===== config.mk =====
export PLATFORM = sky130hd
export DESIGN_NAME = operand_ea_unit
export DESIGN_NICKNAME = d
export VERILOG_FILES = /design/src/rtl/operand_ea_unit.sv
export SDC_FILE = /design/constraint.sdc
export NUM_CORES = 1
export LEC_CHECK = 0
export BUFFER_PORTS_ARGS = -buffer_cell sky130_fd_sc_hd__buf_4
export CORE_MARGIN = 2
export CORE_UTILIZATION = 60
export CTS_CLUSTER_SIZE = 20
export DETAILED_ROUTE_END_ITERATION = 16
export MAX_ROUTING_LAYER = met4
export PLACE_DENSITY_LB_ADDON = 0.15
export SLEW_MARGIN = 20
export SYNTH_ARGS = -nofsm -noshare
export SYNTH_HDL_FRONTEND = slang
export SYNTH_SLANG_ARGS = --single-unit

===== constraint.sdc =====
create_clock -name clk -period 9.5 [get_ports clk]
set_clock_uncertainty 0.15 [all_clocks]
set_input_delay 0.95 -clock clk [delete_from_list [all_inputs] [get_ports clk]]
set_output_delay 0.95 -clock clk [all_outputs]
set_load 0.005 [all_outputs]

===== src/rtl/operand_ea_unit.sv =====
module operand_ea_unit #(
  parameter int W = 16,
  parameter int NREG = 8,
  localparam int RW = $clog2(NREG)
) (
  input  logic          clk,
  input  logic          rst_n,
  input  logic          start,
  input  logic [3:0]    mode,
  input  logic [W-1:0]  addr_a,
  input  logic [RW-1:0] reg_sel,
  input  logic [W-1:0]  pc,
  input  logic          rf_we,
  input  logic [RW:0]   rf_wsel,
  input  logic [W-1:0]  rf_wdata,
  output logic          mem_req,
  output logic [W-1:0]  mem_addr,
  input  logic [W-1:0]  mem_rdata,
  input  logic          mem_ready,
  output logic          busy,
  output logic          done,
  output logic          err,
  output logic [W-1:0]  operand
);

  localparam logic [3:0] MD_IMM  = 4'd0;
  localparam logic [3:0] MD_DIR  = 4'd1;
  localparam logic [3:0] MD_IND  = 4'd2;
  localparam logic [3:0] MD_REG  = 4'd3;
  localparam logic [3:0] MD_RIND = 4'd4;
  localparam logic [3:0] MD_DISP = 4'd5;
  localparam logic [3:0] MD_REL  = 4'd6;
  localparam logic [3:0] MD_INDX = 4'd7;
  localparam logic [3:0] MD_STK  = 4'd8;
  localparam logic [W-1:0] ONE = {{(W-1){1'b0}}, 1'b1};

  typedef enum logic [1:0] {S_IDLE, S_RD1, S_RD2} st_t;

  st_t           st;
  logic [W-1:0]  rf [NREG];
  logic [W-1:0]  sp;
  logic          second_rd;
  logic          post_inc;
  logic [RW-1:0] inc_sel;
  logic [W-1:0]  ea;
  logic          needs_mem;

  wire [W-1:0] rval = rf[reg_sel];
  wire         bad  = mode > MD_STK;

  assign busy = st != S_IDLE;

  always_comb begin
    ea = addr_a;
    needs_mem = 1'b1;
    case (mode)
      MD_IMM, MD_REG:   needs_mem = 1'b0;
      MD_RIND:          ea = rval;
      MD_DISP, MD_INDX: ea = addr_a + rval;
      MD_REL:           ea = addr_a + pc;
      MD_STK:           ea = sp;
      MD_DIR, MD_IND:   ea = addr_a;
      default:          needs_mem = 1'b0;
    endcase
  end

  always_ff @(posedge clk) begin
    if (!rst_n) begin
      st        <= S_IDLE;
      mem_req   <= 1'b0;
      mem_addr  <= '0;
      done      <= 1'b0;
      err       <= 1'b0;
      operand   <= '0;
      second_rd <= 1'b0;
      post_inc  <= 1'b0;
      inc_sel   <= '0;
      sp        <= '0;
      for (int i = 0; i < NREG; i++) rf[i] <= '0;
    end else begin
      done <= 1'b0;
      err  <= 1'b0;
      if (rf_we) begin
        if (!rf_wsel[RW]) rf[rf_wsel[RW-1:0]] <= rf_wdata;
        else if (rf_wsel[RW-1:0] == '0) sp <= rf_wdata;
      end
      case (st)
        S_IDLE: if (start) begin
          if (bad) begin
            done <= 1'b1;
            err  <= 1'b1;
          end else if (!needs_mem) begin
            done    <= 1'b1;
            operand <= (mode == MD_IMM) ? addr_a : rval;
          end else begin
            mem_req   <= 1'b1;
            mem_addr  <= ea;
            second_rd <= mode == MD_IND;
            post_inc  <= mode == MD_INDX;
            inc_sel   <= reg_sel;
            st        <= S_RD1;
          end
        end
        S_RD1: if (mem_ready) begin
          if (second_rd) begin
            mem_addr <= mem_rdata;
            st       <= S_RD2;
          end else begin
            operand <= mem_rdata;
            done    <= 1'b1;
            mem_req <= 1'b0;
            st      <= S_IDLE;
            if (post_inc) rf[inc_sel] <= rf[inc_sel] + ONE;
          end
        end
        S_RD2: if (mem_ready) begin
          operand <= mem_rdata;
          done    <= 1'b1;
          mem_req <= 1'b0;
          st      <= S_IDLE;
        end
        default: st <= S_IDLE;
      endcase
    end
  end

endmodule



; Word-level counts from Yosys, hierarchy flattened
; Memories as Yosys holds them, arrays and structs flattened. A register that Yosys moved wholly into a read port is not among the register bits.
; Index checks and enable logic that the tools add are counted.
[classes]
addsub = 3
order_cmp = 1
eq_ne = 17
n_mux = 57
n_bitwise = 1
reduce_logical = 17
[op_table]
columns = operator, count
row1 = $mux 16, 14
row2 = $pmux 16 s4, 1
row3 = $pmux 16 s3, 1
row4 = $add 16x16->16, 2
row5 = $pmux 16 s2, 1
row6 = $reduce_or 16->1, 2
row7 = $mux 1, 27
row8 = $add 16x1->16 const B, 1
row9 = $eq 4x3->1 const B, 4
row10 = $ne 2x2->1 const B, 8
row11 = $reduce_and 7->1, 2
row12 = $mux 2, 6
row13 = $mux 3, 4
row14 = $reduce_or 7->1, 1
row15 = $pmux 1 s3, 2
row16 = $pmux 2 s3, 1
row17 = $reduce_and 3->1, 2
row18 = $reduce_and 6->1, 1
row19 = $reduce_and 5->1, 1
row20 = $eq 4x1->1 const B, 1
row21 = $eq 4x2->1 const B, 1
row22 = $eq 4x4->1 const B, 1
row23 = $gt 4x4->1 const B, 1
row24 = $logic_not 4->1, 1
row25 = other kinds (9), 10
[totals]
reg_bits = 58
ramBits = 128
in_bits = 80
output_inout_bits = 36
n_memories = 1
[mem_list]
columns = name, words, word_bits, rd, rd_ports_with_merged_regs, write_ports, line
row1 = rf, 8, 16, 2, 1, 8, 40  ; logic [W-1:0] rf [NREG];

; Depth between registers and ports, before layout
; Gate-level depths: netlist of the first run.
[logic_depth]
depth_word = 8
ltp_mapped = 16
mapped_depth_nobuf = 13

; Worst setup path after synthesis of the first run
; OpenSTA, ideal clock, no wires.
[synth_path]
path_type = input-to-reg
from = in reg_sel[0]
to = reg mem_addr[12]
setup_time_ps = 124
arrival_ps = 4235
required_time_ps = 9226
path_slack_ps = 4990
stages = 14
n_path_buf = 2
path_cell_list = buf_2 > buf_2 > mux4_2 > mux2i_1 > a21oi_1 > ha_1 > fa_1 > a211oi_1 > o21ai_0 > a311oi_1 > o21bai_1 > xor2_1 > a221oi_1 > a21oi_1
[synth_via]
elab_chain_cells = 7
[synth_rtl]
columns = item, line
row1 = from (decl), 11  ; input logic [RW-1:0] reg_sel,
row2 = $mem_v2 8x16 *, n/a
row3 = $add 16x16->16, 59  ; MD_DISP, MD_INDX: ea = addr_a + rval;
row4 = $pmux 16 s4 *, 56  ; case (mode)
row5 = $mux 16 *, 92  ; end else if (!needs_mem) begin
row6 = $mux 16 *, 89  ; if (bad) begin
row7 = $mux 16 *, 88  ; S_IDLE: if (start) begin
row8 = $pmux 16 s2 *, 87  ; case (st)
row9 = to (signal assigned), 106  ; mem_addr <= mem_rdata;
row10 = to (decl), 17  ; output logic [W-1:0] mem_addr,
; Every way passes the cells marked *; elsewhere a longest branch is shown, timed or not. The select of a mux whose other input is x is not followed.
; A chain may end at the register's enable or synchronous reset.

; Final worst setup path of the first run
; Same ends and word-level chain as after synthesis.

==> results of run 1 <==
power by group through the flow:
stage / Sequential, mW / Clock (mW) / Combinational, mW
finish: 0.973 / 0.758 / 0.538
global route: 0.979 / 0.787 / 0.580
CTS: 0.972 / 0.757 / 0.528
detailed placement: 0.990 / 0 / 0.526
global placement: 0.987 / 0 / 0.519
floorplan: 0.979 / 0 / 0.350
metal layers:
metal,up-vias,track usage,wire (µm)
met1,4968,0.466,13800
met3,108,0.0622,4560
met2,784,0.609,18800
li1,4798,-,-
met5,-,-,0
met4,0,0.172,1470
worst reg2reg max path, delay by kind of cell (launching register included):
family	cells	cell delay [ns]
multiplexers	2	0.81
adder cells (fa/ha/maj)	2	0.73
XOR/XNOR	1	0.15
flip-flops	1	0.40
AO/OA/AOI/OAI	7	1.66
worst min-delay path by stage:
| stage | from | to | slack [ns] | depth (start not counted) |
|---|---|---|---|---|
| after floorplan | sp[12] | sp[12] | 0.28 | 2 |
| after global placement | sp[8] | sp[8] | 0.30 | 2 |
| after detailed placement | sp[8] | sp[8] | 0.30 | 2 |
| after CTS | sp[8] | sp[8] | 0.31 | 2 |
| after global routing | mem_addr[1] | mem_addr[1] | 0.33 | 2 |
| final | mem_addr[1] | mem_addr[1] | 0.31 | 2 |
placed cells by master (no fill, tap or decap), drive strengths merged, types with 5 or more instances in the layout:
| cell type | n |
|---|---|
| a31oi | 10 |
| nand2b | 5 |
| buf | 139 |
| mux4 | 65 |
| nand2 | 141 |
| xnor2 | 10 |
| o21ai | 173 |
| a21o | 5 |
| clkbuf | 21 |
| nand3 | 113 |
| xor2 | 13 |
| edfxtp | 128 |
| ha | 20 |
| a21oi | 56 |
| nor3 | 31 |
| nand4 | 9 |
| nand3b | 13 |
| mux2i | 40 |
| o22ai | 7 |
| dfxtp | 61 |
| nor2b | 23 |
| o21bai | 5 |
| inv | 16 |
| nor2 | 71 |
| a211oi | 44 |
| o211ai | 14 |
metrics by stage:
stage / setup WS (ns) / instance area [µm²]
2_1_floorplan: 4.99 / 12200
3_3_place_gp: 4.42 / 13100
3_5_place_dp: 4.30 / 13100
4_1_cts: 4.72 / 13700
5_1_grt: 4.45 / 13800
6_report: 4.72 / 13800
cell type report:
type	count	area, µm²
multi-input cells	930	6640
fillers	1565	6270
flip-flops and latches	189	5070
repair buffers	139	1060
clock buffers	21	526
well taps	270	338
clock inverters	11	98.8
inverters	11	41.3
state kept, by name, summed over array words and instances, names as in the netlist, named ones only:
register and count:
done 1, err 1, inc_sel 3, mem_addr 16, mem_req 1, operand 16, post_inc 1, rf 128
second_rd 1, sp 16, st 2
kinds of logic (layout without fill, tap and decap cells):
logic type / count (synthesis) / count (layout) / share of synthesized area
AND/OR/NAND/NOR: 434 / 434 / 0.172
AO/OA/AOI/OAI: 344 / 344 / 0.170
flip-flops: 189 / 189 / 0.416
buffers and inverters: 118 / 182 / 0.0434
multiplexers: 108 / 108 / 0.158
XOR/XNOR: 23 / 23 / 0.0181
adder cells (fa/ha/maj): 21 / 21 / 0.0222
==> impl_metrics.tcl, run 1 <==
set metrics [dict create \
    status "complete, no violations" \
    grt_pass1_wl_um 59000 \
    grt_pass1_vias 10276 \
    synth.most_common_cell "o21ai_0" \
    setup_viol 0 \
    cp_num_buf_inv 1 \
    crit_start "reg_sel[0]" \
    rsz0062_at_grt "false" \
    worst_pin_slew_ns 1.23 \
    post_cts_resized 0 \
    clk-insertion-delay-late_ns 0.44 \
    p_comb_frac 0.237 \
    utilization 0.687 \
    die_h_um 146 \
    critical-path-max-stage-delay_ns 0.60 \
    dp_hpwl_um 25900 \
    via_per_inst 6.78 \
    crit_slowest_cell "mux4_2" \
    endpoint "mem_addr[12]" \
    overflow 0 \
    layout.cells.non_filler 1571 \
    drtAntennaViolNets 0 \
    synth.area.top_cells "edfxtp_1, mux4_2, dfxtp_1" \
    coreArea_um2 20000 \
    synth_common_cells "o21ai_0, nand2_1, edfxtp_1" \
    setup_tns_ns 0 \
    seq_power_share 0.429 \
    ys_seq_elements 189 \
    clkPwrFrac 0.334 \
    grt_usage 0.375 \
    drt_iter0_drc 1100 \
    synth_fp_nets 1338 \
    crit_family "compound AO/OA/AOI/OAI gates" \
    syn_area_per_cell_um2 9.84 \
    dp.cells 1537 \
    hold_viol_final 0 \
    antenna_found_initial 0 \
    startpoint_type "input port" \
    clock_path_buffers 2 \
    io_pins 116 \
    synth_cells 1237 \
    ctsHtreeMaxLevel 4 \
    finalNetCount 1389 \
    hold_ws_ns 0.314 \
    gp_congestion 0.936 \
    cts_setup_buffers 0 \
    rows 52 \
    initial_utilization 0.607 \
    r2r_start "rf[4][0]" \
    antenna_cells 0 \
    cts_sinks 189 \
    ir_drop_uv 123 \
    wl_per_cell_um 24.6 \
    drv_slew 0 \
    min_period_over_period 0.503 \
    die_w_um 146 \
    cts_tree "yes" \
    hold_class "reg -> reg" \
    syn_to_final_growth_pct 13.2 \
    r2r-end "mem_addr[12]" \
    grt_max_degree 52 \
    cp.arrival_ns 4.95 \
    r2r_cells 12 \
    yosysTopAreaCell "edfxtp_1" \
    cts_root_buf "clkbuf_16" \
    r2r_slack_ns 5.49 \
    power.density_nw_per_um2 165 \
    die_area_um2 21400 \
    fin_crit_ns 4.78 \
    worst-setup-path-type "in -> reg" \
    max_freq_mhz 209 \
    vias 10658 \
    syn_area_um2 12200 \
    critPathMostFrequentCell "a21oi_1" \
    synth_cell_types 71 \
    drc 0 \
    leakagePower_nw 4.86 \
    yosys_warnings 0 \
    crit_cells 13 \
    cp_cell_sequence "buf_4 -> mux4_2 -> mux2i_1 -> a21oi_1 -> ha_1 -> fa_1 -> a211oi_1 -> o21ai_0 -> a311oi_1 -> o21bai_1 -> xor2_1 -> a221oi_1 -> a21oi_1" \
    maxCapViolations 0 \
    cts_buffers 17 \
    wirelength_um 38600 \
    p_int_mw 1.59 \
    worstSetupEndpointType "flip-flop" \
    final_layout_size_suffix_gt1_frac 0.204 \
    synth_edf_count 128 \
    power.share.switching 0.301 \
    p_sw_mw 0.683 \
    firstDrtPassIters 6 \
    ctsHoldBuffers 0 \
    clk_pin_slew_ns 0.08 \
    synth_flop_cell "edfxtp_1" \
    synth_top_area_frac 0.316 \
    async_reset_ff_frac 0 \
    total_power_mw 2.27 \
    seq_area_frac_synth 0.416 \
    cp.required_ns 9.68 \
    io_buffers 115 \
    cp_max_fo 33 \
    slew_headroom 0.176 \
]
(Power assumes the default switching activity.)
==> run 2: changes to the inputs <==
==> constraint.sdc (replaced) <==
create_clock -name clk -period 4.85 [get_ports clk]
set_clock_uncertainty 0.15 [all_clocks]
set_input_delay 0.485 -clock clk [delete_from_list [all_inputs] [get_ports clk]]
set_output_delay 0.485 -clock clk [all_outputs]
set_load 0.005 [all_outputs]
==> run 2 against run 1 <==
Worst hold slack got worse by 0.14 ns. Wire length rose by 4.2%. Utilization rose by 0.18 points. Critical path depth fell by 1. Combinational power rose by 99%. Count of clock-buffer cells in the layout fell by 2. First-iteration DRC count rose by 16%. Power rose by 93%. Die area did not move. Register-to-register slack got worse by 4.7 ns. Cell count rose by 0.95%. Sequential share of layout area fell by 0.096 points. Critical endpoint unchanged.
==> impl_metrics.tcl, run 2 (synthesized netlist as in run 1, its figures left out) <==
set metrics [dict create \
    status "complete, no violations" \
    r2r_cells 12 \
    worst_slack_ns 0.756 \
    worst-setup-path-type "reg -> reg" \
    r2r_start "rf[6][0]" \
    die_area_um2 21400 \
    leakagePower_nw 4.86 \
    drtAntennaViolNets 0 \
    final_common_cell "o21ai_0" \
    setup_viol 0 \
    layout_common_cells "o21ai_0, buf_4, nand2_1" \
    r2r_slack_ns 0.76 \
    endpoint "mem_addr[12]" \
    fill_cells 1593 \
    cp.arrival_ns 4.28 \
    startpoint_type "flip-flop" \
    largest_register_ffs 128 \
    min_period_over_period 0.844 \
    syn_to_final_growth_pct 13.5 \
    max_freq_mhz 244 \
    clk-insertion-delay-late_ns 0.45 \
    total_power_mw 4.37 \
    rows 52 \
    cts_buffers 17 \
    utilization 0.689 \
    ctsHoldBuffers 0 \
    cts_sinks 189 \
    hold_viol_final 0 \
    slew_headroom 0.230 \
    cts_setup_buffers 0 \
    grt_usage 0.389 \
    finalNetCount 1404 \
    cts_root_buf "clkbuf_16" \
    rsz0062_at_grt "false" \
    antenna_found_initial 0 \
    setup_tns_ns 0 \
    wirelength_um 40200 \
    worst_pin_slew_ns 1.15 \
    cp.required_ns 5.04 \
    drv_slew 0 \
    gp_congestion 0.970 \
    vias 10980 \
    fin_crit_ns 4.09 \
    power.density_nw_per_um2 316 \
    place_ws_ns 0.388 \
    hold_class "in -> reg" \
    r2r-end "mem_addr[12]" \
    via_per_inst 6.92 \
    drc 0 \
    crit_start "rf[6][0]" \
    cts_tree "yes" \
    overflow 0 \
    wl_per_cell_um 25.4 \
    ir_drop_uv 257 \
    final_layout_size_suffix_gt1_frac 0.211 \
    cp_max_fo 3 \
    worstSetupEndpointType "flip-flop" \
    dp_hpwl_um 27500 \
    io_buffers 115 \
    coreArea_um2 20000 \
    initial_utilization 0.607 \
    die_h_um 146 \
    grt_max_degree 45 \
    die_w_um 146 \
    clock_path_buffers 2 \
    drt_iter0_drc 1273 \
    antenna_cells 0 \
    ctsHtreeMaxLevel 4 \
    grt_pass1_wl_um 60800 \
    firstDrtPassIters 7 \
    io_pins 116 \
    post_cts_resized 0 \
    maxCapViolations 0 \
    clk_pin_slew_ns 0.07 \
    grt_pass1_vias 10379 \
    regMostFlops "rf" \
]
## run 2: changes by cell type in the layout (fill, tap and decap cells not counted), moves of 2 or more
cell,delta
buf_4,+16
clkbuf_16,-4
clkinvlp_4,+4
clkinv_2,-3
bufinv_8,-2
clkbuf_1,+2
clkinv_4,+2
nor3_2,+2
nor3_4,-2
## run 2: report_power, final
| group | internal (mW) | total, mW | leakage (nW) | switching (mW) |
|---|---|---|---|---|
| sequential | 1.83 | 1.92 | 1.73 | 0.0856 |
| clock | 0.720 | 1.38 | 0.264 | 0.664 |
| combinational | 0.444 | 1.07 | 2.86 | 0.622 |
## run 2: layer usage
layer,GRT usage,vias to the layer above,part of all wire
li1,-,4830,-
met1,0.471,5181,0.36
met2,0.617,815,0.47
met3,0.0963,154,0.12
met4,0.183,0,0.048
met5,-,-,0
## run 2: through the flow
step / cells / cell area, µm² / hold WS, ns
finish: 1586 / 13800 / 0.174
global route: 1586 / 13800 / 0.176
CTS: 1585 / 13800 / 0.170
detailed placement: 1553 / 13200 / 0.295
global placement: 1552 / 13200 / 0.290
floorplan: 1237 / 12200 / 0.282
## run 2: final cells by class
class / count / area, µm² / area share
Timing Repair Buffer: 154 / 1170 / 0.0848
Multi-Input combinational cell: 930 / 6630 / 0.480
Clock inverter: 13 / 131 / 0.00951
Tap cell: 270 / 338 / 0.0245
Sequential cell: 189 / 5070 / 0.367
Clock buffer: 19 / 433 / 0.0314
Inverter: 11 / 41.3 / 0.00299
## run 2: how the worst min path moves through the flow
stage | startpoint | to | slack [ns] | cells after the start
after CTS | mem_rdata[8] | mem_addr[8] | 0.17 | 3
final | mem_rdata[7] | mem_addr[7] | 0.17 | 3
after floorplan | sp[12] | sp[12] | 0.28 | 2
after global routing | mem_rdata[7] | mem_addr[7] | 0.18 | 3
after global placement | sp[12] | sp[12] | 0.29 | 2
after detailed placement | sp[8] | sp[8] | 0.29 | 2
## run 2: critical path, stage by stage (launching register included)
cell and delay (ns):
edfxtp_1 0.42, mux4_2 0.47, mux2i_1 0.38, a21oi_1 0.13
ha_1 0.24, fa_1 0.46, a211oi_1 0.36, o21ai_0 0.30
a311oi_1 0.41, o21bai_1 0.15, xor2_1 0.15, a221oi_1 0.27
a21oi_1 0.10
==> run 3: changes to the inputs <==
--- a/config.mk
+++ b/config.mk
@@ -5,9 +5,10 @@
 export SDC_FILE = /design/constraint.sdc
 export NUM_CORES = 1
 export LEC_CHECK = 0
+export ABC_AREA = 1
 export BUFFER_PORTS_ARGS = -buffer_cell sky130_fd_sc_hd__buf_4
 export CORE_MARGIN = 2
-export CORE_UTILIZATION = 60
+export CORE_UTILIZATION = 55
 export CTS_CLUSTER_SIZE = 20
 export DETAILED_ROUTE_END_ITERATION = 16
 export MAX_ROUTING_LAYER = met4
==> constraint.sdc (replaced) <==
create_clock -name clk -period 3.7 [get_ports clk]
set_clock_uncertainty 0.15 [all_clocks]
set_input_delay 0.37 -clock clk [delete_from_list [all_inputs] [get_ports clk]]
set_output_delay 0.37 -clock clk [all_outputs]
set_load 0.005 [all_outputs]
==> run 3 against run 2 <==
Clock power is 36% higher. Count of clock-buffer cells in the layout shrank 1. Via count is 16% higher. Critical path type unchanged. Largest cell class unchanged.
==> impl_metrics.tcl, run 3 <==
set metrics [dict create \
    ctsHtreeMaxLevel 4 \
    max_freq_mhz 313 \
    worst-setup-path-type "reg -> reg" \
    min_from "mem_rdata[14]" \
    status "complete, no violations" \
    ctsHoldBuffers 0 \
    fill_cells 1995 \
    drtAntennaViolNets 0 \
    setup_tns_ns 0 \
    io_pins 116 \
    die_h_um 154 \
    synth_edf_count 128 \
    cp.arrival_ns 3.38 \
    die_w_um 154 \
    antenna_cells 0 \
    hold_ws_ns 0.0364 \
    clk-insertion-delay-late_ns 0.46 \
    clock_path_buffers 2 \
    post_cts_resized 0 \
    synth_cells 1665 \
    p_int_mw 4.47 \
    synth_cell_types 52 \
    final_common_cell "nand2_1" \
    startpoint_type "flip-flop" \
    power.share.switching 0.410 \
    grt_use_met3 0.0606 \
    layout_common_cells "nand2_1, o21ai_0, buf_4" \
    overflow 0 \
    syn_area_per_cell_um2 7.42 \
    die_area_um2 23700 \
    grt_usage 0.381 \
    grtUsageMet2 0.591 \
    top_usage_layer "met2" \
    regMostFlops "rf" \
    clkPwrFrac 0.247 \
    fin_area_um2 14200 \
    via_per_inst 6.19 \
    cts_root_buf "clkbuf_16" \
    hold-path-cell-count 3 \
    wl_per_cell_um 21.3 \
    async_reset_ff_frac 0 \
    met1_usage 0.499 \
    grt_pass1_wl_um 66800 \
    layout.cells.non_filler 2057 \
    critical-path-max-stage-delay_ns 0.52 \
    vias 12733 \
    r2r_slack_ns 0.50 \
    place_area_um2 13600 \
    grt_max_degree 78 \
    grt_pass1_vias 11906 \
    seq_area_frac_synth 0.410 \
    drc 0 \
    fin_crit_ns 3.20 \
    cp_max_fo 27 \
    syn_to_final_growth_pct 14.9 \
    rsz0062_at_grt "false" \
    synth.area.top_cells "edfxtp_1, nand2_1, dfxtp_1" \
    crit_family "simple AND/OR/NAND/NOR gates" \
    synth_top_family_by_area "compound AO/OA/AOI/OAI gates" \
    rows 54 \
    synth_fp_nets 1766 \
    critPathMostFrequentCell "nand2_1" \
    largest_register_ffs 128 \
    synth-simple-area-share 0.227 \
    worst_pin_slew_ns 0.891 \
    min_period_over_period 0.864 \
    ir_drop_uv 494 \
    synth_top_area_frac 0.311 \
    coreArea_um2 22000 \
    dp_hpwl_um 31600 \
    cp_cell_sequence "buf_4 -> inv_2 -> o211ai_1 -> nand2_1 -> inv_1 -> o21ai_2 -> nand2_2 -> nor2_2 -> nand4_2 -> xnor2_2 -> nand2_1 -> nand2_1" \
    crit_slowest_cell "dfxtp_2" \
    yosys_warnings 0 \
    synth_compound_area_frac 0.236 \
    initial_utilization 0.562 \
    synth_fa_ha_area_frac 0.0219 \
    syn_area_um2 12300 \
    slew_headroom 0.405 \
    drt_iter0_drc 1624 \
    cts_sinks 189 \
    finalNetCount 1865 \
    drv_slew 0 \
    r2r-end "rf[2][15]" \
    synth.most_common_cell "nand2_1" \
    hold_viol_final 0 \
    firstDrtPassIters 6 \
    cts_buffers 17 \
    p_comb_frac 0.394 \
    yosysTopAreaCell "edfxtp_1" \
    clk_pin_slew_ns 0.08 \
    worstSetupEndpointType "flip-flop" \
    antenna_found_initial 0 \
    wirelength_um 43800 \
    power.density_nw_per_um2 534 \
    ys_seq_elements 189 \
    cp_num_buf_inv 3 \
    setup_viol 0 \
    cts_setup_buffers 0 \
    dp.cells 2025 \
    seq_power_share 0.358 \
    leakagePower_nw 6.00 \
    cts_tree "yes" \
    io_buffers 115 \
    r2r_cells 12 \
    synth_mux_area_frac 0 \
    maxCapViolations 0 \
    synth-xor-area-share 0.0129 \
    holdPathEnd "operand[14]" \
    cp.required_ns 3.88 \
    synth_common_cells "nand2_1, o21ai_0, inv_1" \
    gp_congestion 1.01 \
    p_sw_mw 3.10 \
    final_layout_size_suffix_gt1_frac 0.152 \
    synth_flop_cell "edfxtp_1" \
    hold_class "in -> reg" \
]
[run 3: per-stage QoR]
stage	power, mW	utilization	setup slack [ns]
floorplan	4.62	-	0.321
global placement	5.62	0.620	0.217
detailed placement	5.67	0.620	0.172
CTS	7.49	0.646	0.512
global route	7.96	0.646	0.223
finish	7.57	0.646	0.502
[run 3: layout make-up]
| class | instances | area (µm²) | area share |
|---|---|---|---|
| clock buffers | 18 | 429 | 0.0303 |
| clock inverters | 14 | 140 | 0.00988 |
| inverters | 180 | 677 | 0.0477 |
| multi-input cells | 1206 | 6150 | 0.434 |
| flip-flops and latches | 189 | 5070 | 0.357 |
| well taps | 280 | 350 | 0.0247 |
| repair buffers | 170 | 1360 | 0.0961 |
[run 3: routing by layer]
| layer | share of wire | routed length, µm | vias to the layer above |
|---|---|---|---|
| met5 | 0 | 0 | - |
| met4 | 0.041 | 1790 | 0 |
| met3 | 0.11 | 4950 | 143 |
| met2 | 0.45 | 19700 | 844 |
| met1 | 0.40 | 17400 | 5840 |
| li1 | - | - | 5906 |
[run 3: worst max path at each step]
stage,startpoint,endpoint,slack [ns],cells past startpoint
floorplan,reg_sel[0],mem_addr[6],0.32,21
global route,rf[1][0],mem_addr[6],0.22,19
CTS,rf[1][0],mem_addr[6],0.51,19
finish,flip-flop,rf[2][15],0.50,12
global placement,reg_sel[0],mem_addr[15],0.22,22
detailed placement,reg_sel[0],mem_addr[11],0.17,17
[run 3: cells by family (layout without fill, tap and decap cells)]
group           Yosys count  after routing
simple gates            672            672
compound gates          503            503
buf+inv                 270            382
flops                   189            189
fa+ha+maj                21             21
xor+xnor                 10             10
[run 3: power groups by stage]
stage          logic, mW  clock network (mW)  registers [mW]
6_report            2.99                1.87            2.71
4_1_cts             2.93                1.85            2.71
3_5_place_dp        2.92                   0            2.75
3_3_place_gp        2.87                   0            2.74
2_1_floorplan       1.94                   0            2.68
5_1_grt             3.27                1.94            2.74
[run 3: tightest hold or removal path, delay by kind of cell]
family	cells	cell delay, ns
AOI/OAI and AO/OA	1	0.07
buffers and inverters	1	0.11
and+or+nand+nor	1	0.05
